**config.mk**
```make
export PLATFORM = sky130hd
export DESIGN_NAME = sdr_host_ctrl
export DESIGN_NICKNAME = d
export VERILOG_FILES = /design/src/rtl/sdr_host_pkg.sv /design/src/rtl/shc_cfg_regs.sv /design/src/rtl/shc_refresh_timer.sv /design/src/rtl/shc_cmd_issue.sv /design/src/rtl/sdr_host_ctrl.sv
export SDC_FILE = /design/constraint.sdc
export NUM_CORES = 1
export LEC_CHECK = 0
export BUFFER_PORTS_ARGS = -buffer_cell sky130_fd_sc_hd__buf_2
export CAP_MARGIN = 0
export CORE_MARGIN = 2
export CORE_UTILIZATION = 42
export DETAILED_ROUTE_END_ITERATION = 10
export GPL_ROUTABILITY_DRIVEN = 1
export SLEW_MARGIN = 20
export SYNTH_ARGS = -nofsm -noshare
export SYNTH_HDL_FRONTEND = slang
export SYNTH_SLANG_ARGS = --single-unit
```
**constraint.sdc**
```tcl
create_clock -name clk -period 3.2 [get_ports clk]
set_input_delay 0.64 -clock clk [delete_from_list [all_inputs] [get_ports clk]]
set_output_delay 0.64 -clock clk [all_outputs]
set_load 0.05 [all_outputs]
```
**src/rtl/sdr_host_pkg.sv**
```systemverilog
package sdr_host_pkg;

  typedef enum logic [2:0] {
    HC_IDLE   = 3'b000,
    HC_RD     = 3'b001,
    HC_WR     = 3'b010,
    HC_REF    = 3'b011,
    HC_PREALL = 3'b100,
    HC_MODE   = 3'b101,
    HC_CFG    = 3'b110,
    HC_PERIOD = 3'b111
  } host_cmd_e;

  // Member order gives the packed bit positions [12:0] of the load value.
  typedef struct packed {
    logic [3:0] burst;      // [12:9]
    logic       page;       // [8]
    logic [3:0] ref_cycles; // [7:4]
    logic [1:0] rcd;        // [3:2]
    logic [1:0] cas;        // [1:0]
  } timing_cfg_t;

  localparam int CFG_W = $bits(timing_cfg_t);

  localparam timing_cfg_t CFG_SAFE = '{
    burst: 4'd8, page: 1'b0, ref_cycles: 4'd10, rcd: 2'd3, cas: 2'd3
  };

endpackage

```
**src/rtl/shc_cfg_regs.sv**
```systemverilog
module shc_cfg_regs
  import sdr_host_pkg::*;
#(
  parameter int PERIOD_W = 16
) (
  input  logic                clk,
  input  logic                rst,
  input  logic                ld_timing,
  input  logic                ld_period,
  input  logic [CFG_W-1:0]    timing_val,
  input  logic [PERIOD_W-1:0] period_val,
  output timing_cfg_t         timing_q,
  output logic [PERIOD_W-1:0] period_q
);

  always_ff @(posedge clk) begin
    if (rst) begin
      timing_q <= CFG_SAFE;
      period_q <= '0;
    end else begin
      if (ld_timing) timing_q <= timing_cfg_t'(timing_val);
      if (ld_period) period_q <= period_val;
    end
  end

endmodule

```
**src/rtl/shc_refresh_timer.sv**
```systemverilog
module shc_refresh_timer #(
  parameter int PERIOD_W = 16
) (
  input  logic                clk,
  input  logic                rst,
  input  logic [PERIOD_W-1:0] period,
  input  logic                ld_period,
  input  logic [PERIOD_W-1:0] period_val,
  input  logic                refresh_launch,
  output logic                due
);

  localparam logic [PERIOD_W-1:0] ONE = PERIOD_W'(1);

  logic [PERIOD_W-1:0] cnt;

  always_ff @(posedge clk) begin
    if (rst) begin
      cnt <= '0;
    end else if (ld_period) begin
      cnt <= (period_val == '0) ? '0 : period_val - ONE;
    end else if (refresh_launch) begin
      cnt <= (period == '0) ? '0 : period - ONE;
    end else if (period != '0 && cnt != '0) begin
      cnt <= cnt - ONE;
    end
  end

  assign due = (period != '0) && (cnt == '0);

  // A due refresh stays pending until it is launched or the period is rewritten.
  assert_due_held_R10: assert property (@(posedge clk) disable iff (rst)
    (due && !refresh_launch && !ld_period) |=> due);

  // Any launched refresh restarts the interval.
  assert_reload_R11: assert property (@(posedge clk) disable iff (rst)
    (refresh_launch && !ld_period && period > ONE) |=> !due);

  // With the period at zero the timer never requests.
  assert_off_when_zero_R8: assert property (@(posedge clk) disable iff (rst)
    (ld_period && period_val == '0) |=> !due);

endmodule

```
**src/rtl/shc_cmd_issue.sv**
```systemverilog
module shc_cmd_issue
  import sdr_host_pkg::*;
#(
  parameter int ADDR_W = 22
) (
  input  logic              clk,
  input  logic              rst,
  input  logic [2:0]        host_cmd,
  input  logic [ADDR_W-1:0] host_addr,
  input  logic              seq_busy,
  input  logic              due,
  output logic              host_ack,
  output logic              req_valid,
  output logic [2:0]        req_kind,
  output logic              req_auto,
  output logic [ADDR_W-1:0] req_addr,
  output logic              ld_timing,
  output logic              ld_period,
  output logic              refresh_launch
);

  host_cmd_e cmd_e;
  logic      auto_go;
  logic      host_go;
  logic      fwd;

  always_comb begin
    cmd_e          = host_cmd_e'(host_cmd);
    auto_go        = due && !seq_busy;
    host_go        = (cmd_e != HC_IDLE) && !seq_busy && !due && !host_ack;
    ld_timing      = host_go && (cmd_e == HC_CFG);
    ld_period      = host_go && (cmd_e == HC_PERIOD);
    fwd            = host_go && !ld_timing && !ld_period;
    refresh_launch = auto_go || (host_go && cmd_e == HC_REF);
  end

  always_ff @(posedge clk) begin
    if (rst) begin
      host_ack  <= 1'b0;
      req_valid <= 1'b0;
      req_auto  <= 1'b0;
      req_kind  <= HC_IDLE;
      req_addr  <= '0;
    end else begin
      host_ack  <= host_go;
      req_valid <= auto_go || fwd;
      req_auto  <= auto_go;
      req_kind  <= auto_go ? HC_REF : (fwd ? host_cmd : HC_IDLE);
      req_addr  <= fwd ? host_addr : '0;
    end
  end

  assert_ack_one_cycle_R3: assert property (@(posedge clk) disable iff (rst)
    host_ack |=> !host_ack);

  assert_no_ack_when_busy_R10: assert property (@(posedge clk) disable iff (rst)
    host_ack |-> !$past(seq_busy));

  assert_refresh_first_R9: assert property (@(posedge clk) disable iff (rst)
    (due && !seq_busy) |=> (req_valid && req_auto));

  assert_host_req_acked_R2: assert property (@(posedge clk) disable iff (rst)
    (req_valid && !req_auto) |-> host_ack);

  assert_auto_is_refresh_R7: assert property (@(posedge clk) disable iff (rst)
    req_auto |-> (req_valid && req_kind == 3'b011 && !host_ack));

endmodule

```
**src/rtl/sdr_host_ctrl.sv**
```systemverilog
module sdr_host_ctrl
  import sdr_host_pkg::*;
#(
  parameter int ADDR_W   = 22,
  parameter int PERIOD_W = 16
) (
  input  logic                clk,
  input  logic                rst,
  input  logic [2:0]          host_cmd,
  input  logic [ADDR_W-1:0]   host_addr,
  input  logic                seq_busy,
  output logic                host_ack,
  output logic                req_valid,
  output logic [2:0]          req_kind,
  output logic                req_auto,
  output logic [ADDR_W-1:0]   req_addr,
  output logic [1:0]          cfg_cas,
  output logic [1:0]          cfg_rcd,
  output logic [3:0]          cfg_ref_cycles,
  output logic                cfg_page,
  output logic [3:0]          cfg_burst,
  output logic [PERIOD_W-1:0] cfg_period
);

  logic        ld_timing;
  logic        ld_period;
  logic        refresh_launch;
  logic        due;
  timing_cfg_t timing_q;

  shc_cmd_issue #(.ADDR_W(ADDR_W)) u_issue (
    .clk            (clk),
    .rst            (rst),
    .host_cmd       (host_cmd),
    .host_addr      (host_addr),
    .seq_busy       (seq_busy),
    .due            (due),
    .host_ack       (host_ack),
    .req_valid      (req_valid),
    .req_kind       (req_kind),
    .req_auto       (req_auto),
    .req_addr       (req_addr),
    .ld_timing      (ld_timing),
    .ld_period      (ld_period),
    .refresh_launch (refresh_launch)
  );

  shc_cfg_regs #(.PERIOD_W(PERIOD_W)) u_cfg (
    .clk        (clk),
    .rst        (rst),
    .ld_timing  (ld_timing),
    .ld_period  (ld_period),
    .timing_val (host_addr[CFG_W-1:0]),
    .period_val (host_addr[PERIOD_W-1:0]),
    .timing_q   (timing_q),
    .period_q   (cfg_period)
  );

  shc_refresh_timer #(.PERIOD_W(PERIOD_W)) u_timer (
    .clk            (clk),
    .rst            (rst),
    .period         (cfg_period),
    .ld_period      (ld_period),
    .period_val     (host_addr[PERIOD_W-1:0]),
    .refresh_launch (refresh_launch),
    .due            (due)
  );

  assign cfg_cas        = timing_q.cas;
  assign cfg_rcd        = timing_q.rcd;
  assign cfg_ref_cycles = timing_q.ref_cycles;
  assign cfg_page       = timing_q.page;
  assign cfg_burst      = timing_q.burst;

endmodule

```
==> results of run 1 <==
cell usage after synthesis (7+ instances only):
| library cell | instances |
|---|---|
| xor2_1 | 19 |
| and3_1 | 7 |
| nand3_1 | 10 |
| inv_1 | 9 |
| a211o_1 | 8 |
| mux2i_1 | 8 |
| nor3_1 | 12 |
| o21ai_0 | 18 |
| clkbuf_1 | 15 |
| xnor2_1 | 16 |
| and2_1 | 26 |
| nor2_1 | 57 |
| dfxtp_1 | 73 |
| a21oi_1 | 27 |
| nand4_1 | 7 |
| nand2_1 | 58 |
where the power goes:
group	switching, mW	total, mW	internal [mW]
Clock	0.389	0.838	0.449
Sequential	0.108	1.10	0.989
Combinational	0.599	0.997	0.398
cell type report:
cell class | instances | area, um2 | share of cell area [%]
Multi-Input combinational cell | 364 | 2300 | 48.9
Sequential cell | 73 | 1460 | 31.1
Timing Repair Buffer | 100 | 541 | 11.5
Tap cell | 111 | 139 | 2.96
Clock buffer | 9 | 124 | 2.64
Clock inverter | 7 | 101 | 2.16
Inverter | 9 | 33.8 | 0.719
cells by family (layout without fill, tap and decap cells):
family | after synthesis | count (layout)
buf+inv | 32 | 125
simple gates | 220 | 220
flops | 73 | 73
fa+ha+maj | 6 | 6
compound gates | 95 | 95
xor+xnor | 35 | 35
mux | 8 | 8
metal layers:
layer	part of all wire [%]	wire, um	up-vias
met1	44	5140	1749
li1	-	-	1850
met3	6.9	808	13
met2	47	5520	146
met5	0	0	-
met4	1.6	191	0
state kept, by name, indices dropped and copies added (netlist names):
| signal | count |
|---|---|
| u_timer.cnt | 16 |
| u_cfg.period_q | 16 |
| u_issue.req_auto | 1 |
| u_issue.req_valid | 1 |
| u_cfg.timing_q | 13 |
| u_issue.req_addr | 22 |
| u_issue.host_ack | 1 |
| u_issue.req_kind | 3 |
stage by stage:
| stage | std cells | hold slack (ps) | cell area [um2] | setup WS, ps |
|---|---|---|---|---|
| floorplan | 469 | 499 | 3900 | 401 |
| global placement | 657 | 440 | 4470 | 589 |
| finish | 673 | 462 | 4700 | 458 |
| CTS | 673 | 466 | 4690 | 485 |
| detailed placement | 657 | 444 | 4470 | 501 |
| global route | 673 | 480 | 4700 | 273 |
worst paths after layout:
path                          start                 to  cells past startpoint
setup reg to reg  u_cfg.period_q[0]     u_timer.cnt[6]                      8
hold reg to reg   u_cfg.timing_q[0]  u_cfg.timing_q[0]                      1
setup / recovery  u_cfg.period_q[0]     u_timer.cnt[6]                      8
hold / removal    u_cfg.timing_q[0]  u_cfg.timing_q[0]                      1
==> results by group, run 1 <==
Timing
  • Fin crit period: 2740 ps
  • Endpoints failing setup: 0
  • RSZ-0062 raised after global routing: no
  • F_max: 365 MHz
  • Worst-Margin Slew: ~700 ps
  • Fin. Hold Viols: 0
  • Slew Viols, Final: 0
  • Period utilization: ~86%
  • Slew margin rel.: about 54%
  • Worst Skew: 14.0 ps
  • Setup TNS: 0 ps

Logic synthesis
  • Top-area cell type share of the netlist area: 37.5%
  • Area leader, netlist: dfxtp_1
  • FFs w/ async S/R, synth: 0%
  • Top_reg_cell synth: dfxtp_1
  • Synth Area in Simple Gates: between 20% and 30%
  • Sequential area share after synthesis: a little under two fifths
  • Syn Area/Cell: a little over 8 um2
  • Post-synth EDFFs: 0
  • Flop and latch count out of synthesis: 73
  • Mux cell area share after synthesis: between 2 and 2.5%
  • Xor and xnor area share after synthesis: under 10%
  • Netlist cell types: 59
  • Largest family of logic cells by synthesized area: simple AND/OR/NAND/NOR gates
  • Cell area after synthesis: about 3900 um2
  • Warnings, synthesis: 0
  • Mapped Cells: between 400 and 500
  • Synth Area in Compound Gates: 17.1%
  • Mapped Nets: 503
  • Dominant cells by area after synthesis: dfxtp_1 37%, nand2_1 5.6%, nor2_1 5.5%, xor2_1 4.3%, and2_1 4.2%
  • Adder-Cell Fraction of Synth Area: 1.92%

Job
  • Max_cap viols: 0

Power and ir drop
  • Leak pwr: 2.07 nW
  • Pwr/cell area: about 620 nW/um2
  • Power Total: approximately 2.9 mW
  • Maximum vdd drop: around 0.28 mV

Setup path
  • Worst path bufs/invs: 1
  • Worst Path Required: approximately 3500 ps
  • CP arrival: 3020 ps
  • CP endpoint kind: flip-flop
  • Kind of critical path: reg -> reg
  • CP Launch Type: flip-flop
  • Worst reg-to-reg setup slack: 460 ps
  • Critical path cell sequence: inv_1, ha_1, and2b_2, and3_2, a2111oi_4, nor2_2, or3_2, a311oi_1
  • Delay-heaviest family, CP: simple AND/OR/NAND/NOR gates
  • Slowest cell delay on critical path: just over 500 ps
  • Critical-path top delay cell: a2111oi_4
  • Largest fanout on the critical path: 11

Route
  • Antenna Nets Post-Route: 0
  • Vias/cell: 5.58
  • Residual DRC: 0
  • First-pass detailed-route iteration total: 5
  • Via count: 3,758
  • Iter 0 DRT Violations: 191
  • DR WL/cell: around 17 um
  • Detailed Route WL: 11,700 um

Clock network
  • CTS tree: built
  • H-tree lvl count: 3
  • Clk buf depth: 2
  • CTS Sinks: between 70 and 80
  • PostCTS Resize Cnt: 0
  • Post CTS Setup Buffer Count: 0
  • Worst-path clk slew: roughly 90 ps
  • CTS root buffer: clkbuf_8
  • Hold_buf cts: 0
  • Cts bufs inserted: 9
  • Worst skew pair latency: between 300 and 400 ps

Cells and area
  • Fill count: about 900
  • Antenna cells: 0
  • Fraction of layout cells with a size suffix above 1: between 20% and 30%
  • Fin nets: 591
  • Final Core Density: between 50% and 60%
  • Most frequent cells in the layout: 84 x buf_2, 73 x dfxtp_1, 58 x nand2_1, 56 x nor2_1, 27 x a21oi_1
  • Commonest non-fill, non-tap cell in the layout: buf_2
  • Area Growth Syn to Fin: 20.4%

Floorplanning
  • Initial core utilization: a little over two fifths
  • I/O pin total: 85
  • Die outline height: roughly 100 um
  • Die width: around 100 um
  • Core box area: slightly above 9000 um2
  • Rows: 35
  • Die area: about 10,000 um2

Global route
  • GRT Total Usage: a little under a quarter
  • Global-route met1 utilization: 31.5%
  • Vias in the first global route: ~3.6k
  • Antenna violations before repair: 0
  • Gr ovfl total: 0
  • First-pass GRT wire length: between 15,000 and 20,000 um
  • GR peak layer: met2
  • Grt met2 use: a little under two fifths
  • Met3 usage: 6.13%
  • Largest net degree at the start of global routing: 32

Place
  • DP HPWL: around 9000 um
  • RePlAce Congestion: between 1 and 1.5
  • IO Port Bufs: 84

Outcome
  • Status: finished, final reports clean

Min path
  • Hold Path Class: reg -> reg
Power figures use the tool's default switching activity.
==> run 2, diff against run 1 <==
--- a/config.mk
+++ b/config.mk
@@ -8,9 +8,10 @@
 export BUFFER_PORTS_ARGS = -buffer_cell sky130_fd_sc_hd__buf_2
 export CAP_MARGIN = 0
 export CORE_MARGIN = 2
-export CORE_UTILIZATION = 42
+export CORE_UTILIZATION = 55
 export DETAILED_ROUTE_END_ITERATION = 10
 export GPL_ROUTABILITY_DRIVEN = 1
+export PLACE_DENSITY = 0.81
 export SLEW_MARGIN = 20
 export SYNTH_ARGS = -nofsm -noshare
 export SYNTH_HDL_FRONTEND = slang
==> results by group, run 2 (synthesis gave the netlist of run 1 again) <==
Outcome
  • Status: finished, final reports clean

Global route
  • GR peak layer: met2
  • Global-route met1 utilization: 43.6% (+12 points)
  • Met3 usage: 5.60% (-0.53 points)
  • GRT Total Usage: 31.3% (+7.5 points)
  • Grt met2 use: 48.1% (+9.7 points)
  • First-pass GRT wire length: 18,400 um (-1.3%)
  • Antenna violations before repair: 0 (unchanged)
  • Vias in the first global route: 3,548 (-0.42%)
  • Gr ovfl total: 0 (unchanged)
  • Largest net degree at the start of global routing: 46 (+44%)

Clock network
  • PostCTS Resize Cnt: 0 (unchanged)
  • Hold_buf cts: 0 (unchanged)
  • CTS tree: built
  • H-tree lvl count: 3 (unchanged)
  • Clk buf depth: 2 (unchanged)
  • CTS Sinks: 73 (unchanged)
  • CTS root buffer: clkbuf_8
  • Cts bufs inserted: 9 (unchanged)
  • Worst-path clk slew: 80 ps (about the same)
  • Worst skew pair latency: 360 ps (about the same)
  • Post CTS Setup Buffer Count: 0 (unchanged)

Place
  • RePlAce Congestion: 0.964 (-3.8%)
  • DP HPWL: 8740 um (-3.2%)
  • Placed Cells: 636 (-3.2%)
  • IO Port Bufs: 84 (unchanged)
  • Placed Area: 4410 um2 (-1.4%)

Setup path
  • Largest fanout on the critical path: 9 (-2)
  • FF-to-FF End: u_timer.cnt[8]
  • Slowest cell delay on critical path: 620 ps (+110 ps)
  • Critical path cell sequence: inv_1, ha_1, and2b_2, and3_2, a211oi_2, nand2_1, o21ai_0, a311oi_1
  • Worst reg-to-reg setup slack: 350 ps (-110 ps)
  • R2R cell count: 8 (unchanged)
  • CP endpoint kind: flip-flop
  • Worst path bufs/invs: 1 (unchanged)
  • RR Startpoint: u_cfg.period_q[0]
  • Kind of critical path: reg -> reg
  • Critical-path top delay cell: a211oi_2
  • Worst Path Required: 3400 ps (-80 ps)
  • CP arrival: 3050 ps (+30 ps)
  • CP Launch Type: flip-flop
  • Delay-heaviest family, CP: compound AO/OA/AOI/OAI gates

Power and ir drop
  • Net switching power: 1.11 mW (+1.2%)
  • P_int: 1.69 mW (-7.9%)
  • Seq pwr share: 39.5% (+2.1 points)
  • Switching share of total power: 39.6% (+2.2 points)
  • Pwr/cell area: 608 nW/um2 (-2.5%)
  • Maximum vdd drop: 0.351 mV (+25%)
  • Leak pwr: 2.02 nW (-2.5%)
  • Comb pwr share: 35.9% (+1.9 points)
  • Clock share of power: 24.6% (-4.0 points)

Floorplanning
  • Core box area: 6830 um2 (-25%)
  • Die width: 88.2 um (-12%)
  • I/O pin total: 85 (unchanged)
  • Rows: 30 (-14%)
  • Initial core utilization: 57.1% (+14 points)
  • Die outline height: 88.2 um (-12%)
  • Die area: 7780 um2 (-23%)

Cells and area
  • Antenna cells: 0 (unchanged)
  • Final Non-Filler Cells: 652 (-3.1%)
  • Final instance area: 4600 um2 (-2.1%)
  • Max reg flops: 22 (unchanged)
  • Largest registers: u_issue.req_addr (22), u_cfg.period_q (16), u_timer.cnt (16)
  • Fin nets: 585 (-1.0%)
  • Reg with most FFs: u_issue.req_addr
  • Fraction of layout cells with a size suffix above 1: 24.1% (-0.99 points)
  • Area Growth Syn to Fin: 17.9%
  • Most frequent cells in the layout: 84 x buf_2, 73 x dfxtp_1, 58 x nand2_1, 57 x nor2_1, 27 x a21oi_1
  • Multi-input gate area: 2300 um2 (+0.22%)
  • Register Area: 1460 um2 (unchanged)
  • Commonest non-fill, non-tap cell in the layout: buf_2
  • Fill count: 599 (-34%)

Timing
  • F_max: 351 MHz (-3.8%)
  • Hold WS: 470 ps (+7.33 ps)
  • Slew Viols, Final: 0 (unchanged)
  • RSZ-0062 raised after global routing: no
  • Fin. Hold Viols: 0 (unchanged)
  • Endpoints failing setup: 0 (unchanged)
  • Slew margin rel.: 30.2% (-24 points)
  • Period utilization: 89.0% (+3.4 points)
  • Worst-Margin Slew: 1040 ps (+357 ps)
  • Worst Skew: 12.7 ps (-1.29 ps)
  • Setup TNS: 0 ps (unchanged)
  • Fin crit period: 2850 ps (+107 ps)

Route
  • Residual DRC: 0 (unchanged)
  • First-pass detailed-route iteration total: 5 (unchanged)
  • Antenna Nets Post-Route: 0 (unchanged)
  • DR WL/cell: 18.0 um (+4.0%)
  • Via count: 3,903 (+3.9%)
  • Detailed Route WL: 11,700 um (+0.77%)
  • Iter 0 DRT Violations: 420 (+120%)
  • Vias/cell: 5.99 (+7.2%)

Job
  • Max_cap viols: 0 (unchanged)

Min path
  • WHS Path Cells: 1 (unchanged)
  • Hold path startpoint: u_cfg.timing_q[5]
  • Hold EP: u_cfg.timing_q[5]
  • Hold Path Class: reg -> reg
run 2: final cells by class:
| class | count | area share (%) |
|---|---|---|
| repair buffers | 94 | 10.8 |
| clock inverters | 6 | 1.09 |
| flip-flops and latches | 73 | 31.8 |
| clock buffers | 10 | 2.99 |
| inverters | 9 | 0.734 |
| well taps | 96 | 2.61 |
| multi-input cells | 364 | 50.0 |
run 2: worst reg2reg max path, delay by kind of cell (launching register included):
| kind | cells | cell delay [ps] |
|---|---|---|
| flip-flops | 1 | 480 |
| adder cells (fa/ha/maj) | 1 | 240 |
| AO/OA/AOI/OAI | 3 | 1060 |
| AND/OR/NAND/NOR | 3 | 810 |
| buffers and inverters | 1 | 110 |
run 2: how the worst max path moves through the flow:
| stage | start | endpoint | slack, ps | depth (start not counted) |
|---|---|---|---|---|
| after floorplan | u_cfg.period_q[0] | u_timer.cnt[8] | 400 | 9 |
| final | u_cfg.period_q[0] | u_timer.cnt[8] | 350 | 8 |
| after detailed placement | u_cfg.period_q[2] | u_issue.req_kind[2] | 400 | 5 |
| after global placement | u_cfg.period_q[0] | u_timer.cnt[6] | 430 | 8 |
| after CTS | u_cfg.period_q[2] | u_issue.req_kind[2] | 390 | 5 |
| after global routing | u_cfg.period_q[2] | u_cfg.period_q[13] | 150 | 6 |
run 2: routing by layer:
metal / routed length, um / vias up
met3: 1020 / 34
met1: 5030 / 1810
met2: 5380 / 222
li1: - / 1837
met5: 0 / -
met4: 318 / 0
run 2: metrics by stage:
stage | setup slack, ps | total power, mW | util [%]
finish | 351 | 2.80 | 67.3
global route | 154 | 2.93 | 67.3
CTS | 391 | 2.78 | 67.2
detailed placement | 401 | 2.11 | 64.5
global placement | 433 | 2.10 | 64.5
floorplan | 401 | 1.85 | -
run 2: power groups by stage:
| stage | combinational, mW | sequential, mW | clock [mW] |
|---|---|---|---|
| 2_1_floorplan | 0.673 | 1.17 | 0 |
| 3_3_place_gp | 0.980 | 1.12 | 0 |
| 3_5_place_dp | 0.983 | 1.12 | 0 |
| 4_1_cts | 0.988 | 1.10 | 0.690 |
| 5_1_grt | 1.09 | 1.11 | 0.733 |
| 6_report | 1.00 | 1.11 | 0.689 |
==> run 3, diff against run 2 <==
--- a/config.mk
+++ b/config.mk
@@ -7,6 +7,7 @@
 export LEC_CHECK = 0
 export BUFFER_PORTS_ARGS = -buffer_cell sky130_fd_sc_hd__buf_2
 export CAP_MARGIN = 0
+export CORE_ASPECT_RATIO = 1.5
 export CORE_MARGIN = 2
 export CORE_UTILIZATION = 55
 export DETAILED_ROUTE_END_ITERATION = 10
==> results by group, run 3 (synthesis gave the netlist of run 1 again) <==
Timing
  • Worst-Margin Slew: 702 ps (-341 ps)
  • Fin crit period: 2700 ps (-146 ps)
  • F_max: 370 MHz (+5.4%)
  • Slew margin rel.: 52.8% (+23 points)
  • Endpoints failing setup: 0 (unchanged)
  • Worst Setup Slack, final: 497 ps (+146 ps)
  • Fin. Hold Viols: 0 (unchanged)
  • Period utilization: 84.5% (-4.6 points)
  • Worst Skew: 10.4 ps (-2.26 ps)
  • Setup TNS: 0 ps (unchanged)
  • RSZ-0062 raised after global routing: no
  • Slew Viols, Final: 0 (unchanged)

Place
  • Placed Area: 4440 um2 (+0.85%)
  • IO Port Bufs: 84 (unchanged)
  • RePlAce Congestion: 0.992 (+2.9%)
  • Pre-CTS WS: 501 ps (+100 ps)
  • DP HPWL: 9340 um (+7.0%)

Power and ir drop
  • Leak pwr: 2.07 nW (+2.6%)
  • Power Total: 2.87 mW (+2.5%)
  • Pwr/cell area: 617 nW/um2 (+1.4%)
  • Maximum vdd drop: 0.409 mV (+17%)

Clock network
  • Post CTS Setup Buffer Count: 0 (unchanged)
  • Clk buf depth: 2 (unchanged)
  • Worst-path clk slew: 80 ps (about the same)
  • H-tree lvl count: 3 (unchanged)
  • CTS root buffer: clkbuf_8
  • CTS tree: built
  • Worst skew pair latency: 370 ps (about the same)
  • Hold_buf cts: 0 (unchanged)
  • CTS Sinks: 73 (unchanged)
  • Cts bufs inserted: 9 (unchanged)
  • PostCTS Resize Cnt: 0 (unchanged)

Route
  • Residual DRC: 0 (unchanged)
  • Antenna Nets Post-Route: 0 (unchanged)
  • DR WL/cell: 19.3 um (+7.1%)
  • First-pass detailed-route iteration total: 5 (unchanged)
  • Detailed Route WL: 12,400 um (+5.5%)
  • Via count: 3,913 (+0.26%)
  • Vias/cell: 6.10 (+1.8%)
  • Iter 0 DRT Violations: 321 (-24%)

Cells and area
  • Final instance area: 4650 um2 (+1.1%)
  • Max reg flops: 22 (unchanged)
  • Fraction of layout cells with a size suffix above 1: 25.2% (+1.1 points)
  • Most frequent cells in the layout: 84 x buf_2, 73 x dfxtp_1, 58 x nand2_1, 57 x nor2_1, 27 x a21oi_1
  • Commonest non-fill, non-tap cell in the layout: buf_2
  • Area Growth Syn to Fin: 19.3%
  • Antenna cells: 0 (unchanged)
  • Largest registers: u_issue.req_addr (22), u_cfg.period_q (16), u_timer.cnt (16)
  • Reg with most FFs: u_issue.req_addr
  • Fin nets: 593 (+1.4%)

Global route
  • First-pass GRT wire length: 19,600 um (+7.0%)
  • Antenna violations before repair: 0 (unchanged)
  • Vias in the first global route: 3,865 (+8.9%)
  • Gr ovfl total: 0 (unchanged)
  • GRT Total Usage: 33.4% (+2.1 points)
  • Largest net degree at the start of global routing: 27 (-41%)

Setup path
  • Kind of critical path: reg -> reg
  • Largest fanout on the critical path: 6 (-3)
  • CP endpoint kind: flip-flop
  • CP Launch Type: flip-flop
  • CP arrival: 2980 ps (-70 ps)
  • Worst Path Required: 3470 ps (+70 ps)

Floorplanning
  • Initial core utilization: 56.9% (-0.17 points)
  • Die outline height: 107 um (+21%)
  • I/O pin total: 85 (unchanged)
  • Die area: 7800 um2 (+0.18%)
  • Rows: 37 (+23%)
  • Core box area: 6850 um2 (+0.29%)
  • Die width: 72.8 um (-18%)

Job
  • Max_cap viols: 0 (unchanged)

Outcome
  • Status: finished, final reports clean

Min path
  • Hold Path Class: reg -> reg
==> run 3: final cells by class <==
class	count	area [um2]
multi-input combinational	364	2290
fill	584	2200
sequential	73	1460
timing repair buffer	102	556
clock buffer	10	138
tap	78	97.6
clock inverter	6	72.6
inverter	9	33.8
==> run 3: worst paths after layout <==
check / startpoint / to / slack, ps / depth (start not counted)
max reg2reg: u_cfg.period_q[0] / u_timer.cnt[6] / 500 / 8
max: u_cfg.period_q[0] / u_timer.cnt[6] / 500 / 8
min reg2reg: u_cfg.timing_q[5] / u_cfg.timing_q[5] / 460 / 1
min: u_cfg.timing_q[5] / u_cfg.timing_q[5] / 460 / 1
==> run 3: metrics by stage <==
step / hold slack, ps / utilization (%) / instances
2_1_floorplan: 499 / - / 469
3_3_place_gp: 440 / 64.8 / 626
3_5_place_dp: 447 / 64.8 / 626
4_1_cts: 462 / 67.9 / 642
5_1_grt: 476 / 67.9 / 642
6_report: 464 / 67.9 / 642
==> run 3: critical path, stage by stage (launching register included) <==
cell	delay, ps
dfxtp_1	430
inv_1	90
ha_1	220
and2b_2	200
and3_2	250
a2111oi_4	510
nor2_2	160
or3_2	490
a311oi_1	270
==> run 3: routing by layer <==
metal	vias up	wire length, um	track usage [%]
met5	-	0	0
li1	1842	-	-
met4	0	752	22.9
met2	179	6220	54.1
met3	50	659	4.98
met1	1842	4760	39.8
==> run 3: report_power, final <==
part	total, mW	internal (mW)	switching (mW)
Clock	0.776	0.391	0.386
Combinational	0.991	0.398	0.593
Sequential	1.10	0.989	0.113
